`src/rtl/lcdc_pkg.sv`:
```
package lcdc_pkg;
  localparam int WADDR_W = 10;
  localparam int DATA_W  = 32;
  localparam int GEOM_W  = 11;
  localparam int NUM_TIM = 4;
  localparam int PAL_IW  = 7;

  // control word fields
  localparam int CB_EN   = 0;
  localparam int CB_BPP  = 1;
  localparam int CB_BGR  = 8;
  localparam int CB_BEB  = 9;
  localparam int CB_BEP  = 10;
  localparam int CB_PWR  = 11;

  // register word offsets
  localparam logic [3:0] OFS_UBASE = 4'd4;
  localparam logic [3:0] OFS_LBASE = 4'd5;
  localparam logic [3:0] OFS_LOW67 = 4'd6;
  localparam logic [3:0] OFS_HI67  = 4'd7;
  localparam logic [3:0] OFS_RAW   = 4'd8;
  localparam logic [3:0] OFS_MSK   = 4'd9;
  localparam logic [3:0] OFS_CLR   = 4'd10;
  localparam logic [3:0] OFS_UCUR  = 4'd11;
  localparam logic [3:0] OFS_LCUR  = 4'd12;

  function automatic logic [7:0] id_byte(input logic ext, input logic [2:0] idx);
    logic [7:0] b;
    case (idx)
      3'd0: b = ext ? 8'h11 : 8'h10;
      3'd1: b = 8'h11;
      3'd2: b = ext ? 8'h24 : 8'h04;
      3'd3: b = 8'h00;
      3'd4: b = 8'h0D;
      3'd5: b = 8'hF0;
      3'd6: b = 8'h05;
      default: b = 8'hB1;
    endcase
    return b;
  endfunction
endpackage

```
`src/rtl/lcdc_geom.sv`:
```
module lcdc_geom
  import lcdc_pkg::*;
#(
  parameter int GW = GEOM_W
) (
  input  logic          clk,
  input  logic          rst_n,
  input  logic          cols_we,
  input  logic [5:0]    cols_fld,
  input  logic          rows_we,
  input  logic [9:0]    rows_fld,
  output logic [GW-1:0] cols,
  output logic [GW-1:0] rows
);
  logic [GW-1:0] cols_q, cols_n, rows_q, rows_n;

  always_comb begin
    cols_n = cols_q;
    rows_n = rows_q;
    // ((f<<2)+4)*4 == (f+1)<<4
    if (cols_we) cols_n = GW'((GW'(cols_fld) + GW'(1)) << 4);
    if (rows_we) rows_n = GW'(rows_fld) + GW'(1);
  end

  always_ff @(posedge clk or negedge rst_n) begin
    if (!rst_n) begin
      cols_q <= '0;
      rows_q <= '0;
    end else begin
      cols_q <= cols_n;
      rows_q <= rows_n;
    end
  end

  assign cols = cols_q;
  assign rows = rows_q;


  cols_align_chk: assert property (@(posedge clk) disable iff (!rst_n)
    cols_q[3:0] == 4'd0);

  rows_range_chk: assert property (@(posedge clk) disable iff (!rst_n)
    rows_q <= GW'(1024));

  cols_min_chk: assert property (@(posedge clk) disable iff (!rst_n)
    cols_we |=> cols_q >= GW'(16));
endmodule

```
`src/rtl/lcdc_irq.sv`:
```
module lcdc_irq
  import lcdc_pkg::*;
#(
  parameter int DW = DATA_W
) (
  input  logic          clk,
  input  logic          rst_n,
  input  logic          vblank_evt,
  input  logic          en,
  input  logic          mask_we,
  input  logic          clr_we,
  input  logic [DW-1:0] wdata,
  output logic [DW-1:0] mask,
  output logic [1:0]    raw,
  output logic          irq
);
  logic [DW-1:0] mask_q, mask_n;
  logic [1:0]    raw_q, raw_n;
  logic          set_now;

  assign set_now = vblank_evt && en;

  always_comb begin
    mask_n = mask_we ? wdata : mask_q;
    raw_n  = raw_q;
    if (clr_we)  raw_n = raw_n & ~wdata[3:2];
    if (set_now) raw_n = 2'b11;
  end

  always_ff @(posedge clk or negedge rst_n) begin
    if (!rst_n) begin
      mask_q <= '0;
      raw_q  <= '0;
    end else begin
      mask_q <= mask_n;
      raw_q  <= raw_n;
    end
  end

  assign mask = mask_q;
  assign raw  = raw_q;
  assign irq  = |(raw_q & mask_q[3:2]);


  vb_set_chk: assert property (@(posedge clk) disable iff (!rst_n)
    vblank_evt && en |=> raw_q == 2'b11);

  vb_only_src_chk: assert property (@(posedge clk) disable iff (!rst_n)
    $rose(raw_q[0]) |-> $past(vblank_evt && en));

  clr_nb_chk: assert property (@(posedge clk) disable iff (!rst_n)
    clr_we && wdata[2] && !set_now |=> !raw_q[0]);

  irq_mask_chk: assert property (@(posedge clk) disable iff (!rst_n)
    mask_q[3:2] == 2'b00 |-> !irq);
endmodule

```
`src/rtl/lcdc_idrom.sv`:
```
module lcdc_idrom
  import lcdc_pkg::*;
#(
  parameter int VARIANT = 0
) (
  input  logic [2:0] idx,
  output logic [7:0] id_b
);
  generate
    if (VARIANT == 2) begin : g_ext
      assign id_b = id_byte(1'b1, idx);
    end else begin : g_base
      assign id_b = id_byte(1'b0, idx);
    end
  endgenerate
endmodule

```
`src/rtl/lcdc_regbank.sv`:
```
module lcdc_regbank
  import lcdc_pkg::*;
#(
  parameter int VARIANT = 0,
  parameter int AW      = WADDR_W,
  parameter int DW      = DATA_W,
  parameter int GW      = GEOM_W
) (
  input  logic          clk,
  input  logic          rst_n,
  input  logic          bus_valid,
  input  logic          bus_write,
  input  logic [AW-1:0] bus_waddr,
  input  logic [DW-1:0] bus_wdata,
  output logic [DW-1:0] bus_rdata,
  input  logic          vblank_evt,
  output logic          irq,
  output logic          pal_sel,
  output logic          pal_we,
  output logic [PAL_IW-1:0] pal_idx,
  output logic          disp_en,
  output logic [2:0]    bpp_mode,
  output logic          bgr_sel,
  output logic          be_byte,
  output logic          be_pixel,
  output logic [GW-1:0] act_cols,
  output logic [GW-1:0] act_rows
);
  localparam logic       SWAP     = (VARIANT != 0);
  localparam logic [3:0] OFS_MASK = SWAP ? OFS_HI67 : OFS_LOW67;
  localparam logic [3:0] OFS_CTRL = SWAP ? OFS_LOW67 : OFS_HI67;

  logic          rd_acc, wr_acc, in_regs, in_pal, in_id, rd_known;
  logic [3:0]    ofs;
  logic [NUM_TIM-1:0] tim_we;
  logic [DW-1:0] tim_q [NUM_TIM];
  logic [DW-1:0] ub_q, ub_n, lb_q, lb_n, ctrl_q, ctrl_n;
  logic [DW-1:0] rdata_q, rdata_n, rd_val;
  logic [DW-1:0] mask_w;
  logic [1:0]    raw_w;
  logic [7:0]    id_b;
  logic          ctrl_we;

  // address decode
  assign rd_acc  = bus_valid && !bus_write;
  assign wr_acc  = bus_valid && bus_write;
  assign in_regs = (bus_waddr >> 4) == '0;
  assign in_pal  = (bus_waddr >> PAL_IW) == AW'(1);
  assign in_id   = &bus_waddr[AW-1:3];
  assign ofs     = bus_waddr[3:0];
  assign ctrl_we = wr_acc && in_regs && (ofs == OFS_CTRL);

  assign pal_sel = bus_valid && in_pal;
  assign pal_we  = wr_acc && in_pal;
  assign pal_idx = bus_waddr[PAL_IW-1:0];

  // timing words
  generate
    for (genvar i = 0; i < NUM_TIM; i++) begin : g_tim
      assign tim_we[i] = wr_acc && in_regs && (ofs == 4'(i));
      always_ff @(posedge clk or negedge rst_n) begin
        if (!rst_n)         tim_q[i] <= '0;
        else if (tim_we[i]) tim_q[i] <= bus_wdata;
      end
    end
  endgenerate

  // base and control words
  always_comb begin
    ub_n   = ub_q;
    lb_n   = lb_q;
    ctrl_n = ctrl_q;
    if (wr_acc && in_regs && ofs == OFS_UBASE) ub_n = bus_wdata;
    if (wr_acc && in_regs && ofs == OFS_LBASE) lb_n = bus_wdata;
    if (ctrl_we) ctrl_n = bus_wdata;
  end

  always_ff @(posedge clk or negedge rst_n) begin
    if (!rst_n) begin
      ub_q   <= '0;
      lb_q   <= '0;
      ctrl_q <= '0;
    end else begin
      ub_q   <= ub_n;
      lb_q   <= lb_n;
      ctrl_q <= ctrl_n;
    end
  end

  assign disp_en  = ctrl_q[CB_EN] && ctrl_q[CB_PWR];
  assign bpp_mode = ctrl_q[CB_BPP +: 3];
  assign bgr_sel  = ctrl_q[CB_BGR];
  assign be_byte  = ctrl_q[CB_BEB];
  assign be_pixel = ctrl_q[CB_BEP];

  lcdc_geom #(.GW(GW)) u_geom (
    .clk      (clk),
    .rst_n    (rst_n),
    .cols_we  (tim_we[0]),
    .cols_fld (bus_wdata[7:2]),
    .rows_we  (tim_we[1]),
    .rows_fld (bus_wdata[9:0]),
    .cols     (act_cols),
    .rows     (act_rows)
  );

  lcdc_irq #(.DW(DW)) u_irq (
    .clk        (clk),
    .rst_n      (rst_n),
    .vblank_evt (vblank_evt),
    .en         (disp_en),
    .mask_we    (wr_acc && in_regs && ofs == OFS_MASK),
    .clr_we     (wr_acc && in_regs && ofs == OFS_CLR),
    .wdata      (bus_wdata),
    .mask       (mask_w),
    .raw        (raw_w),
    .irq        (irq)
  );

  lcdc_idrom #(.VARIANT(VARIANT)) u_idrom (
    .idx  (bus_waddr[2:0]),
    .id_b (id_b)
  );

  // read mux
  always_comb begin
    rd_val   = '0;
    rd_known = 1'b1;
    if (in_id) begin
      rd_val = {{(DW-8){1'b0}}, id_b};
    end else if (in_pal) begin
      rd_val = '0;
    end else if (in_regs) begin
      case (ofs)
        4'd0, 4'd1, 4'd2, 4'd3: rd_val = tim_q[ofs[1:0]];
        OFS_UBASE, OFS_UCUR:    rd_val = ub_q;
        OFS_LBASE, OFS_LCUR:    rd_val = lb_q;
        OFS_MASK:               rd_val = mask_w;
        OFS_CTRL:               rd_val = ctrl_q;
        OFS_RAW:                rd_val = {{(DW-4){1'b0}}, raw_w, 2'b00};
        OFS_MSK:                rd_val = {{(DW-4){1'b0}}, raw_w & mask_w[3:2], 2'b00};
        default:                rd_known = 1'b0;
      endcase
    end else begin
      rd_known = 1'b0;
    end
  end

  assign rdata_n = rd_acc ? rd_val : rdata_q;

  always_ff @(posedge clk or negedge rst_n) begin
    if (!rst_n) rdata_q <= '0;
    else        rdata_q <= rdata_n;
  end

  assign bus_rdata = rdata_q;


  undef_rd_zero_chk: assert property (@(posedge clk) disable iff (!rst_n)
    rd_acc && !rd_known |=> bus_rdata == '0);

  rd_hold_chk: assert property (@(posedge clk) disable iff (!rst_n)
    !rd_acc |=> $stable(bus_rdata));

  en_rise_chk: assert property (@(posedge clk) disable iff (!rst_n)
    $rose(disp_en) |-> $past(ctrl_we));

  pal_rd_zero_chk: assert property (@(posedge clk) disable iff (!rst_n)
    rd_acc && in_pal |=> bus_rdata == '0);
endmodule

```
`config.mk`:
```
export PLATFORM = sky130hd
export DESIGN_NAME = lcdc_regbank
export DESIGN_NICKNAME = d
export VERILOG_FILES = /design/src/rtl/lcdc_pkg.sv /design/src/rtl/lcdc_geom.sv /design/src/rtl/lcdc_irq.sv /design/src/rtl/lcdc_idrom.sv /design/src/rtl/lcdc_regbank.sv
export SDC_FILE = /design/constraint.sdc
export NUM_CORES = 1
export LEC_CHECK = 0
export BUFFER_PORTS_ARGS = -buffer_cell sky130_fd_sc_hd__buf_4
export CAP_MARGIN = 20
export CORE_MARGIN = 2
export CORE_UTILIZATION = 45
export DETAILED_ROUTE_END_ITERATION = 8
export PLACE_DENSITY = 0.61
export SKIP_LAST_GASP = 1
export SYNTH_ARGS = -nofsm -noshare
export SYNTH_HDL_FRONTEND = slang
export SYNTH_SLANG_ARGS = --single-unit
export TNS_END_PERCENT = 100
```
`constraint.sdc`:
```
create_clock -name clk -period 1.8 [get_ports clk]
set_clock_uncertainty 0.15 [all_clocks]
set_input_delay 0.18 -clock clk [delete_from_list [all_inputs] [get_ports clk]]
set_output_delay 0.18 -clock clk [all_outputs]
set_load 0.05 [all_outputs]
```
**Word-level counts from Yosys, hierarchy flattened**

Cells that the tools add are included.

- Flip-flop bits (word level): 308
- Bits of input ports: 47
- Output and inout bits: 71
- Word-level logic and storage cells: 74

- Reduce and logical (&&, ||, !) cells: 26
- $add $sub $neg: 2
- Multiplexer cells: 10
- $lt $le $gt $ge: 1
- Bitwise gates (word level): 4
- Equal/unequal tests: 19

Operators by type and width:

| cell | count |
|---|---|
| $pmux 32 s7 | 1 |
| $mux 32 | 5 |
| $bmux 32 s2 | 1 |
| $pmux 8 s7 | 1 |
| $eq 4x4->1 const B | 5 |
| $eq 4x3->1 const B | 4 |
| $logic_and 1x1->1 | 16 |
| $add 10x1->11 const B | 1 |
| $logic_not 10->1 | 1 |
| $eq 3x3->1 const B | 3 |
| $eq 4x2->1 const B | 2 |
| $add 6x1->7 const B | 1 |
| $reduce_and 7->1 | 1 |
| $eq 3x1->1 const B | 2 |
| $eq 3x2->1 const B | 2 |
| $reduce_or 2->1 | 3 |
| $and 2x2->2 | 2 |
| $eq 4x1->1 const B | 1 |
| $logic_not 4->1 | 1 |
| $mux 2 | 2 |
| $reduce_or 4->1 | 1 |
| $ge 3x3->1 const B | 1 |
| $logic_not 3->1 | 1 |
| $not 2->3 | 1 |
| 3 further kinds | 3 |

**Depth between registers and ports, before layout**

Gate-level depths: netlist of run 1.

- Word-level depth: 8
- Depth in mapped cells: 7
- Mapped depth without buffers: 5

**By module**

A second synthesis of run 1 with hierarchy kept.

- Cells, all modules: 998
- Area, all modules: 14,181.1 um^2

Modules (own cells, without submodules):

| module | instances | sequential area each (um^2) | area an instance (um^2) | cells each |
|---|---|---|---|---|
| lcdc_regbank | 1 | 6,406.1 | 11,773.8 | 817 |
| lcdc_irq | 1 | 850.8 | 1,428.9 | 75 |
| lcdc_geom | 1 | 450.4 | 904.6 | 95 |
| lcdc_idrom | 1 | 0.0 | 73.8 | 11 |

**Least setup slack after synthesis of run 1**

OpenSTA, ideal clock, no wires.

- Path type: input -> register
- From: input port bus_waddr[0]
- To: register rdata_q[7], in the netlist bus_rdata[7]
- Data arrival time: 1.628 ns
- Library setup time: 0.138 ns
- Path slack: -0.116 ns
- Required time: 1.512 ns
- Cell stages on the path: 6
- Buffers on the path: 3
- Cells stage by stage: clkbuf_2 > buf_2 > buf_1 > mux2_2 > a222oi_1 > o211ai_1

- Longest elaborated chain between the ends: 8
- Elaborated cells between the ends (all ways): 31
- Classes of those cells: eq/ne: 17; mux: 8; bitwise: 1; reduce/logical: 5

RTL lines:

| what | line | source |
|---|---|---|
| from (decl) | lcdc_regbank.sv:13 | `input logic [AW-1:0] bus_waddr,` |
| $not 2->3 (not written as such) | lcdc_regbank.sv:135 | `4'd0, 4'd1, 4'd2, 4'd3: rd_val = tim_q[ofs[1:0]];` |
| $bmux 32 s2 | lcdc_regbank.sv:135 |  |
| $mux 32 (not written as such) (2 in series) | lcdc_regbank.sv:135 |  |
| $pmux 32 s7 | lcdc_regbank.sv:134 | `case (ofs)` |
| $mux 32 | lcdc_regbank.sv:133 | `end else if (in_regs) begin` |
| $mux 32 | lcdc_regbank.sv:131 | `end else if (in_pal) begin` |
| $mux 32 (*) | lcdc_regbank.sv:129 | `if (in_id) begin` |
| to (signal assigned) | lcdc_regbank.sv:153 | `else rdata_q <= rdata_n;` |
| to (decl) | lcdc_regbank.sv:38 | `logic [DW-1:0] rdata_q, rdata_n, rd_val;` |

Every way passes the cells marked *; elsewhere a longest branch is shown, timed or not. The select of a mux whose other input is x is not followed.
A chain may end at the register's enable or synchronous reset.

**Worst setup path in the final report of run 1**

- From: input port bus_waddr[4]
- To: register u_irq.raw_q[0], in the netlist u_irq.raw[0]

- Longest elaborated chain between the ends: 4

RTL lines:

| what | line | source |
|---|---|---|
| $logic_not 10->1 | lcdc_regbank.sv:47 | `assign in_regs = (bus_waddr >> 4) == '0;` |
| $logic_and 1x1->1 (2 in series) | lcdc_regbank.sv:113 | `.clr_we (wr_acc && in_regs && ofs == OFS_CLR),` |
| $reduce_bool 2->1 (no line) | n/a |  |
| to (signal assigned) | lcdc_irq.sv:36 | `raw_q <= raw_n;` |
| to (decl) | lcdc_irq.sv:18 | `logic [1:0] raw_q, raw_n;` |

Every way passes these cells.

==> results of run 1 <==
-- routing by layer --
metal | global-route usage (%) | vias to the layer above | share of wire (%)
li1 | - | 4056 | -
met1 | 30.97 | 4709 | 46
met2 | 35.28 | 184 | 48
met3 | 3.496 | 50 | 3.6
met4 | 6.484 | 0 | 2.3
met5 | 0 | - | 0
-- layout make-up --
class                           instances  area, um2
Multi-Input combinational cell        589       5818
Tap cell                              396      495.5
Clock buffer                           53       1036
Clock inverter                          7      66.31
Timing Repair Buffer                  241       2130
Inverter                                3      11.26
Fill cell                            2508      13330
Sequential cell                       308       7707
-- cells in the mapped netlist, types with 10 or more instances --
cell type,count
a21oi_1,29
buf_2,26
mux2_2,250
a222oi_1,29
o22ai_1,25
nand2_1,27
nand3_1,10
buf_4,17
clkbuf_1,39
nor2_1,36
mux2_4,30
o21ai_0,19
mux4_2,32
dfrtp_1,308
-- cell usage in the layout, fill, tap and decap left out, drive strengths merged, types with 5 or more instances in the layout --
master / count
nor2: 36
clkbuf: 53
and2: 5
o211ai: 6
a222oi: 29
xor2: 7
buf: 206
nand2: 27
o22ai: 25
a21oi: 29
nand4: 9
mux4: 32
nor2b: 7
dfrtp: 308
o21ai: 19
dlygate4sd3: 35
and3: 6
mux2: 286
xnor2: 7
nand3: 10
clkinv: 5
-- power groups by stage --
stage               registers (mW)  clock network (mW)  logic (mW)
floorplan                     7.48                   0       0.453
finish                        7.12                6.80        1.43
global placement              7.24                   0        1.37
detailed placement            7.24                   0        1.39
global route                  7.13                7.31        1.54
CTS                           7.12                6.98        1.45
-- logic make-up after synthesis --
logic type	Yosys count	synth area share, %
AO/OA/AOI/OAI	129	6.496
XOR/XNOR	14	0.8793
adder cells (fa/ha/maj)	2	0.1794
buffers and inverters	96	3.445
flip-flops	308	55.27
multiplexers	320	29.21
other	1	0.02689
AND/OR/NAND/NOR	120	4.495
-- stage by stage --
stage	cell area, um2	hold slack [ps]	setup WS, ps
5_1_grt	17260	9.386	5.830
4_1_cts	17260	3.910	59.36
3_5_place_dp	15810	-53.61	-385.8
2_1_floorplan	13990	-265.6	-66.11
3_3_place_gp	15810	-50.63	-398.7
6_report	17260	5.111	37.69
-- registers in the layout (all words and copies together), names as in the netlist --
signal / cells
bus_rdata: 32
ctrl_q: 32
lb_q: 32
tim_q: 128
u_geom.cols: 7
u_geom.rows: 11
u_irq.mask: 32
u_irq.raw: 2
ub_q: 32
-- critical path, cell delays in order --
cell	delay, ps
buf_4	120
nor4_4	360
buf_4	190
and3_4	190
buf_4	120
nand4_1	80
a22o_1	190
dlygate4sd3_1	550
-- final timing paths --
check | end | slack [ps] | cells after the start
setup reg to reg | u_irq.raw[0] | 130 | 3
setup / recovery | u_irq.raw[0] | 40 | 8
max in group asynchronous | ub_q[31] | 800 | 3
min in group clk | bus_rdata[0] | 140 | 5
hold reg to reg | u_geom.cols[4] | 330 | 2
hold / removal | tim_q[1] | 5 | 2
==> run summary, run 1 <==
Total GRT Usage = 21.94%
Fin crit share = 97.91%
Post-CTS Resized = 0
Worst r2r src = ctrl_q[0]
Row count = 64
Sequential share of power = 46.4%
Clock power frac = 44.3%
Final Power = 15.34 mW
Psw = 3.686 mW
Clock transition at the registers of the reported paths = 60 ps
Leakage = 8.507 nW
Residual DRC = 0
Skew-Pair Late Insertion Delay = 510 ps
Pin count of the biggest net entering global routing = 66
Wirelength per Cell = 21.89 um
IR Drop Worst-Case VDD = 0.5317 mV
Worst setup EP type = flip-flop
Depth of the CTS H-tree = 2
Routability cong. = 0.7832
WP data required = 2030 ps
Postcts setup bufs = 0
Endpoints failing hold = 0
Internal power = 11.66 mW
CTS tree = done
Crit-path max FO = 4
Combinational power share = 9.3%
Post-DP HPWL = 23300 um
Via density per instance = 5.635
Critical path launch point type = primary input
Hold/Removal Path Class = primary input to async pin
Final Setup Violations = 0
Total grt overflow = 0
RSZ-0062 raised after global routing = false
Sinks on Clock Net = 308
1st-iter DRT viols = 630
Register bit total from synthesis = 308
Fraction of registers with async set/reset = 100.0%
CTS Buffer Depth = 3
Beginning of the critical path = bus_waddr[4]
Power per cell area = 888.8 nW/um2
Core Footprint = 30590 um2
Switching Share = 24.02%
ANT cells = 0
Syn Inst Count = 990
Post-Layout Cell Count = 1597
F_max = 567.4 MHz
Post-synth top flop = dfrtp_1
Unique masters post-synth = 55
Worst Path Arrival = 2000 ps
Via count = 8999
Die Wd = 180.0 um
Synthesis Warnings = 0
ANT nets after route = 0
Seq/Total Area, Yosys = 55.27%
Tmin final = 1762 ps
Die Height = 180.0 um
Full die area = 32410 um2
I/O pin cnt = 118
Setup CP Type = primary input to flip-flop
Share of cells above drive strength 1 = 48.46%
Pins Over Slew Limit = 0
Status = completed
Initial core utilization = 45.59%
Vias in the first global route = 9559
Final nets = 1226
Post-synth EDFFs = 0
Total CTS buffers = 34
First-pass GRT wire length = 55890 um
Synth top area share = 55.27%
Setup TNS = 0 ps
Initial antenna violation count = 0
Drt first pass iters = 6
Syn avg cell area = 14.09 um2
Buffers on Ports = 113
Root Driver = clkbuf_16
Layout area overhead = 23.79%
Post-Syn Area = 13950 um2
Placed cells = 1502
Hold Buf Count CTS = 35
WL final = 34960 um
Leading area contributor after synthesis = dfrtp_1
Max-capacitance violation count = 0
Util after Layout = 56.44%
Ranking of synthesized cells by area = dfrtp_1, mux2_2, mux4_2
Note: power is estimated with default switching activity, not from simulation.
==> inputs of run 2 (changes only) <==
--- a/config.mk
+++ b/config.mk
@@ -8,9 +8,9 @@
 export BUFFER_PORTS_ARGS = -buffer_cell sky130_fd_sc_hd__buf_4
 export CAP_MARGIN = 20
 export CORE_MARGIN = 2
-export CORE_UTILIZATION = 45
+export CORE_UTILIZATION = 40
 export DETAILED_ROUTE_END_ITERATION = 8
-export PLACE_DENSITY = 0.61
+export PLACE_DENSITY = 0.55
 export SKIP_LAST_GASP = 1
 export SYNTH_ARGS = -nofsm -noshare
 export SYNTH_HDL_FRONTEND = slang
==> run 2 against run 1 <==
Global-route usage fell by 1.7 points. Cell count rose by 4.7%. Via count rose by 1.7%. Clock power rose by 12%. Combinational power barely moved. Power rose by 5.3%.
==> run summary, run 2 (synthesis gave the netlist of run 1 again) <==
Status = completed
Pin count of the biggest net entering global routing = 61 (-7.6%)
Fin crit share = 96.77% (-1.1 points)
Skew-Pair Late Insertion Delay = 500 ps (about the same)
Layout area overhead = 26.40%
Hold/Removal Path Class = primary input to async pin
Initial antenna violation count = 0 (unchanged)
Endpoints failing hold = 0 (unchanged)
Worst setup EP type = output port
Most common cell after layout, fill and taps aside = dfrtp_1
Root Driver = clkbuf_16
F_max = 574.1 MHz (+1.2%)
Share of cells above drive strength 1 = 49.30% (+0.84 points)
Final Power = 16.16 mW (+5.3%)
Crit-path max FO = 4 (unchanged)
IR Drop Worst-Case VDD = 0.8524 mV (+60%)
Postcts setup bufs = 0 (unchanged)
CTS tree = done
Full die area = 36370 um2 (+12%)
CTS Buffer Depth = 3 (unchanged)
Worst Path Arrival = 1410 ps (-590 ps)
Final nets = 1242 (+1.3%)
Vias in the first global route = 9361 (-2.1%)
First-pass GRT wire length = 56430 um (+0.96%)
Via count = 9150 (+1.7%)
Headroom to the max-slew limit = 64.92%
Via density per instance = 5.472 (-2.9%)
RSZ-0062 raised after global routing = false
Die Wd = 190.7 um (+5.9%)
1st-iter DRT viols = 607 (-3.7%)
Clock transition at the registers of the reported paths = 60 ps (about the same)
Drt first pass iters = 7 (+1)
Total GRT Usage = 20.25% (-1.7 points)
Most frequent cells in the layout = dfrtp_1, mux2_2, buf_4
Final Setup Violations = 0 (unchanged)
WL final = 36080 um (+3.2%)
Max-capacitance violation count = 0 (unchanged)
Residual DRC = 0 (unchanged)
Worst-Margin Slew = 526.2 ps
Post-DP HPWL = 24240 um (+4.0%)
Largest register by flop count = tim_q
Die Height = 190.7 um (+5.9%)
Fin area = 17630 um2 (+2.1%)
Initial core utilization = 40.47% (-5.1 points)
Leakage = 8.644 nW (+1.6%)
Total CTS buffers = 36 (+5.9%)
Buffers on Ports = 113 (unchanged)
Total grt overflow = 0 (unchanged)
ANT cells = 0 (unchanged)
I/O pin cnt = 118 (unchanged)
Final hold slack = 40.85 ps (+35.74 ps)
Setup CP Type = flip-flop to output port
Tmin final = 1742 ps (-20.46 ps)
Critical path launch point type = flip-flop
Depth of the CTS H-tree = 2 (unchanged)
Power per cell area = 916.9 nW/um2 (+3.2%)
Sinks on Clock Net = 308 (unchanged)
Pins Over Slew Limit = 0 (unchanged)
Core Footprint = 34460 um2 (+13%)
Max reg flops = 128 (unchanged)
Row count = 68 (+6.3%)
Worst reg2reg path depth = 3 (unchanged)
WP data required = 1470 ps (-560 ps)
ANT nets after route = 0 (unchanged)
Fillers = 3024 (+21%)
Wirelength per Cell = 21.58 um (-1.4%)
Routability cong. = 0.7536 (-3.8%)
Area after DPL = 16040 um2 (+1.4%)
[run 2: final timing paths]
| path | start | to | slack, ps |
|---|---|---|---|
| max reg2reg | ctrl_q[0] | u_irq.raw[1] | 160 |
| max | u_irq.raw[1] | irq | 60 |
| min in group clk | bus_write | bus_rdata[0] | 180 |
| min | rst_n | tim_q[33] | 40 |
| max in group asynchronous | rst_n | tim_q[102] | 750 |
| min reg2reg | u_geom.cols[4] | u_geom.cols[4] | 330 |
[run 2: metrics by stage]
stage | setup slack, ps | instances | setup TNS [ps] | utilization, %
floorplan | -66.11 | 993 | -1930 | -
global placement | -379.4 | 1575 | -61820 | 46.55
detailed placement | -395.7 | 1575 | -67070 | 46.55
CTS | 28.11 | 1672 | 0 | 51.14
global route | 15.91 | 1672 | 0 | 51.15
finish | 58.15 | 1672 | 0 | 51.15
[run 2: critical path: stages, from the launching register on]
cell,delay [ps]
dfrtp_2,430
a22o_1,300
buf_6,170
[run 2: per-layer routing]
layer / global-route usage, % / vias up / wire, um
met5: 0 / - / 0
met1: 28.81 / 4835 / 16890
met3: 2.944 / 38 / 1392
li1: - / 4095 / -
met4: 4.741 / 0 / 597
met2: 32.80 / 182 / 17190
[run 2: layout make-up]
type	instances	area, um2	area share, %
Multi-Input combinational cell	589	5829	33.07
Sequential cell	308	7709	43.73
Inverter	3	11.26	0.06388
Clock buffer	52	1032	5.856
Timing Repair Buffer	255	2276	12.91
Tap cell	455	569.3	3.230
Clock inverter	10	200.2	1.136
[run 2: power breakdown]
part           internal [mW]  total, mW  switching (mW)
Combinational          0.519       1.44           0.924
Clock                   4.83       7.60            2.77
Sequential              7.04       7.12          0.0800
Total                   12.4       16.2            3.77
[run 2: timing repair]
action,CTS,global route
resized for setup,0,2
hold buffers,35,0
endpoints found under the setup margin,0,1
hold endpoints to repair,581,0
==> inputs of run 3 (changes only) <==
--- a/config.mk
+++ b/config.mk
@@ -5,12 +5,13 @@
 export SDC_FILE = /design/constraint.sdc
 export NUM_CORES = 1
 export LEC_CHECK = 0
-export BUFFER_PORTS_ARGS = -buffer_cell sky130_fd_sc_hd__buf_4
+export BUFFER_PORTS_ARGS = -buffer_cell sky130_fd_sc_hd__buf_2
 export CAP_MARGIN = 20
 export CORE_MARGIN = 2
 export CORE_UTILIZATION = 40
 export DETAILED_ROUTE_END_ITERATION = 8
 export PLACE_DENSITY = 0.55
+export RECOVER_POWER = 50
 export SKIP_LAST_GASP = 1
 export SYNTH_ARGS = -nofsm -noshare
 export SYNTH_HDL_FRONTEND = slang
==> run 3 against run 2 <==
Non-clock buffer count decreased by 13. Clock-buffer cell count increased by 1. Die area unchanged. Combinational power decreased by 7%. Final area decreased by 3.5%. Critical endpoint unchanged.
==> run summary, run 3 (synthesis gave the netlist of run 1 again) <==
Total GRT Usage = 20.22% (-0.029 points)
F_max = 576.5 MHz (+0.42%)
Vias in the first global route = 9318 (-0.46%)
Wirelength per Cell = 21.73 um (+0.72%)
Residual DRC = 0 (unchanged)
Final nets = 1228 (-1.1%)
Post-DP HPWL = 24110 um (-0.55%)
Depth of the CTS H-tree = 2 (unchanged)
Postcts setup bufs = 0 (unchanged)
Reg2Reg Capture Point = u_irq.raw[1]
RSZ-0062 raised after global routing = false
Routability cong. = 0.7645 (+1.4%)
Power per cell area = 898.0 nW/um2 (-2.1%)
Pin count of the biggest net entering global routing = 61 (unchanged)
Fin crit share = 96.37% (-0.40 points)
Worst Path Arrival = 1400 ps (about the same)
Clock transition at the registers of the reported paths = 60 ps (about the same)
Via count = 9010 (-1.5%)
R2R setup slack = 140 ps (-20 ps)
Max-capacitance violation count = 0 (unchanged)
Most frequent cells in the layout = dfrtp_1, mux2_2, buf_2
Status = completed
Multi-input gate area = 5824 um2 (about the same)
ANT cells = 0 (unchanged)
Crit-path max FO = 4 (unchanged)
Worst r2r src = ctrl_q[0]
Root Driver = clkbuf_16
Final hold slack = 15.50 ps (-25.36 ps)
Critical path launch point type = flip-flop
Endpoints failing hold = 0 (unchanged)
Layout area overhead = 22.01%
Buffers on Ports = 113 (unchanged)
Setup WS pre-CTS = -362.0 ps (+33.61 ps)
Drt first pass iters = 6 (-1)
Via density per instance = 5.438 (-0.64%)
Setup CP Type = flip-flop to output port
Fillers = 3033 (+0.30%)
Die Height = 190.7 um (unchanged)
Tmin final = 1735 ps (-7.228 ps)
Leakage = 8.390 nW (-2.9%)
Pins Over Slew Limit = 0 (unchanged)
Hold/Removal Path Class = primary input to async pin
1st-iter DRT viols = 610 (+0.49%)
Share of cells above drive strength 1 = 47.59% (-1.7 points)
Worst-Margin Slew = 875.6 ps (+349.4 ps)
I/O pin cnt = 118 (unchanged)
Row count = 68 (unchanged)
Sinks on Clock Net = 308 (unchanged)
ANT nets after route = 0 (unchanged)
Worst reg2reg path depth = 3 (unchanged)
Die Wd = 190.7 um (unchanged)
WL final = 36010 um (-0.18%)
Skew-Pair Late Insertion Delay = 500 ps (about the same)
CTS Buffer Depth = 3 (unchanged)
Total grt overflow = 0 (unchanged)
Worst setup EP type = output port
Final Setup Violations = 0 (unchanged)
First-pass GRT wire length = 56380 um (about the same)
IR Drop Worst-Case VDD = 0.5401 mV (-37%)
Full die area = 36370 um2 (unchanged)
Largest register by flop count = tim_q
Max reg flops = 128 (unchanged)
CTS tree = done
FF/Latch Area = 7707 um2 (about the same)
Setup ws final = 65.38 ps (+7.228 ps)
Initial antenna violation count = 0 (unchanged)
Initial core utilization = 40.47% (unchanged)
Headroom to the max-slew limit = 41.63% (-23 points)
Core Footprint = 34460 um2 (unchanged)
Total CTS buffers = 35 (-2.8%)
WP data required = 1470 ps (about the same)
Most common cell after layout, fill and taps aside = dfrtp_1
==> run 3: per-layer routing <==
layer,part of all wire (%),track usage [%],vias to the layer above
li1,-,-,4043
met1,46,28.72,4690
met2,47,32.74,227
met3,4.6,2.650,50
met4,2.4,5.397,0
met5,0,0,-
==> run 3: worst max-delay path by stage <==
stage	start	endpoint	slack, ps	depth (start not counted)
4_1_cts	ctrl_q[11]	disp_en	10	2
3_5_place_dp	bus_waddr[4]	ub_q[1]	-360	7
5_1_grt	u_irq.raw[1]	irq	6	2
2_1_floorplan	bus_waddr[4]	ub_q[10]	-70	6
6_report	u_irq.raw[1]	irq	70	2
3_3_place_gp	bus_waddr[4]	ub_q[10]	-360	7
==> run 3: where the power goes <==
part	internal (mW)	leakage [nW]	switching [mW]	total [mW]
Sequential	7.04	4.25	0.0713	7.11
Clock	4.08	0.547	2.74	6.82
Combinational	0.427	3.59	0.917	1.34
==> run 3: layout make-up <==
| class | instances | area share (%) |
|---|---|---|
| timing repair buffer | 242 | 10.55 |
| sequential | 308 | 45.30 |
| clock inverter | 7 | 0.2427 |
| inverter | 3 | 0.06618 |
| clock buffer | 53 | 6.265 |
| multi-input combinational | 589 | 34.23 |
| tap | 455 | 3.346 |
==> run 3: timing repair <==
| item | 4_1_cts | 5_1_grt |
|---|---|---|
| resized for setup | 0 | 2 |
| endpoints found under the setup margin | 0 | 1 |
| hold endpoints to repair | 548 | 0 |
| hold buffers | 35 | 0 |
==> run 3: per-stage QoR <==
stage	total power [mW]	area (um2)	instances	setup TNS (ps)	util [%]
after global routing	15.87	17020	1657	0	49.38
after floorplan	7.929	13990	993	-1930	-
after CTS	15.51	17160	1657	0	49.80
after global placement	8.561	15700	1562	-52470	45.57
after detailed placement	8.570	15700	1562	-54370	45.57
final	15.28	17020	1657	0	49.38
==> run 3: worst max-delay path, cell delays in order (launching register included) <==
cell and delay (ps):
dfrtp_1 420, a22o_1 260, buf_2 220
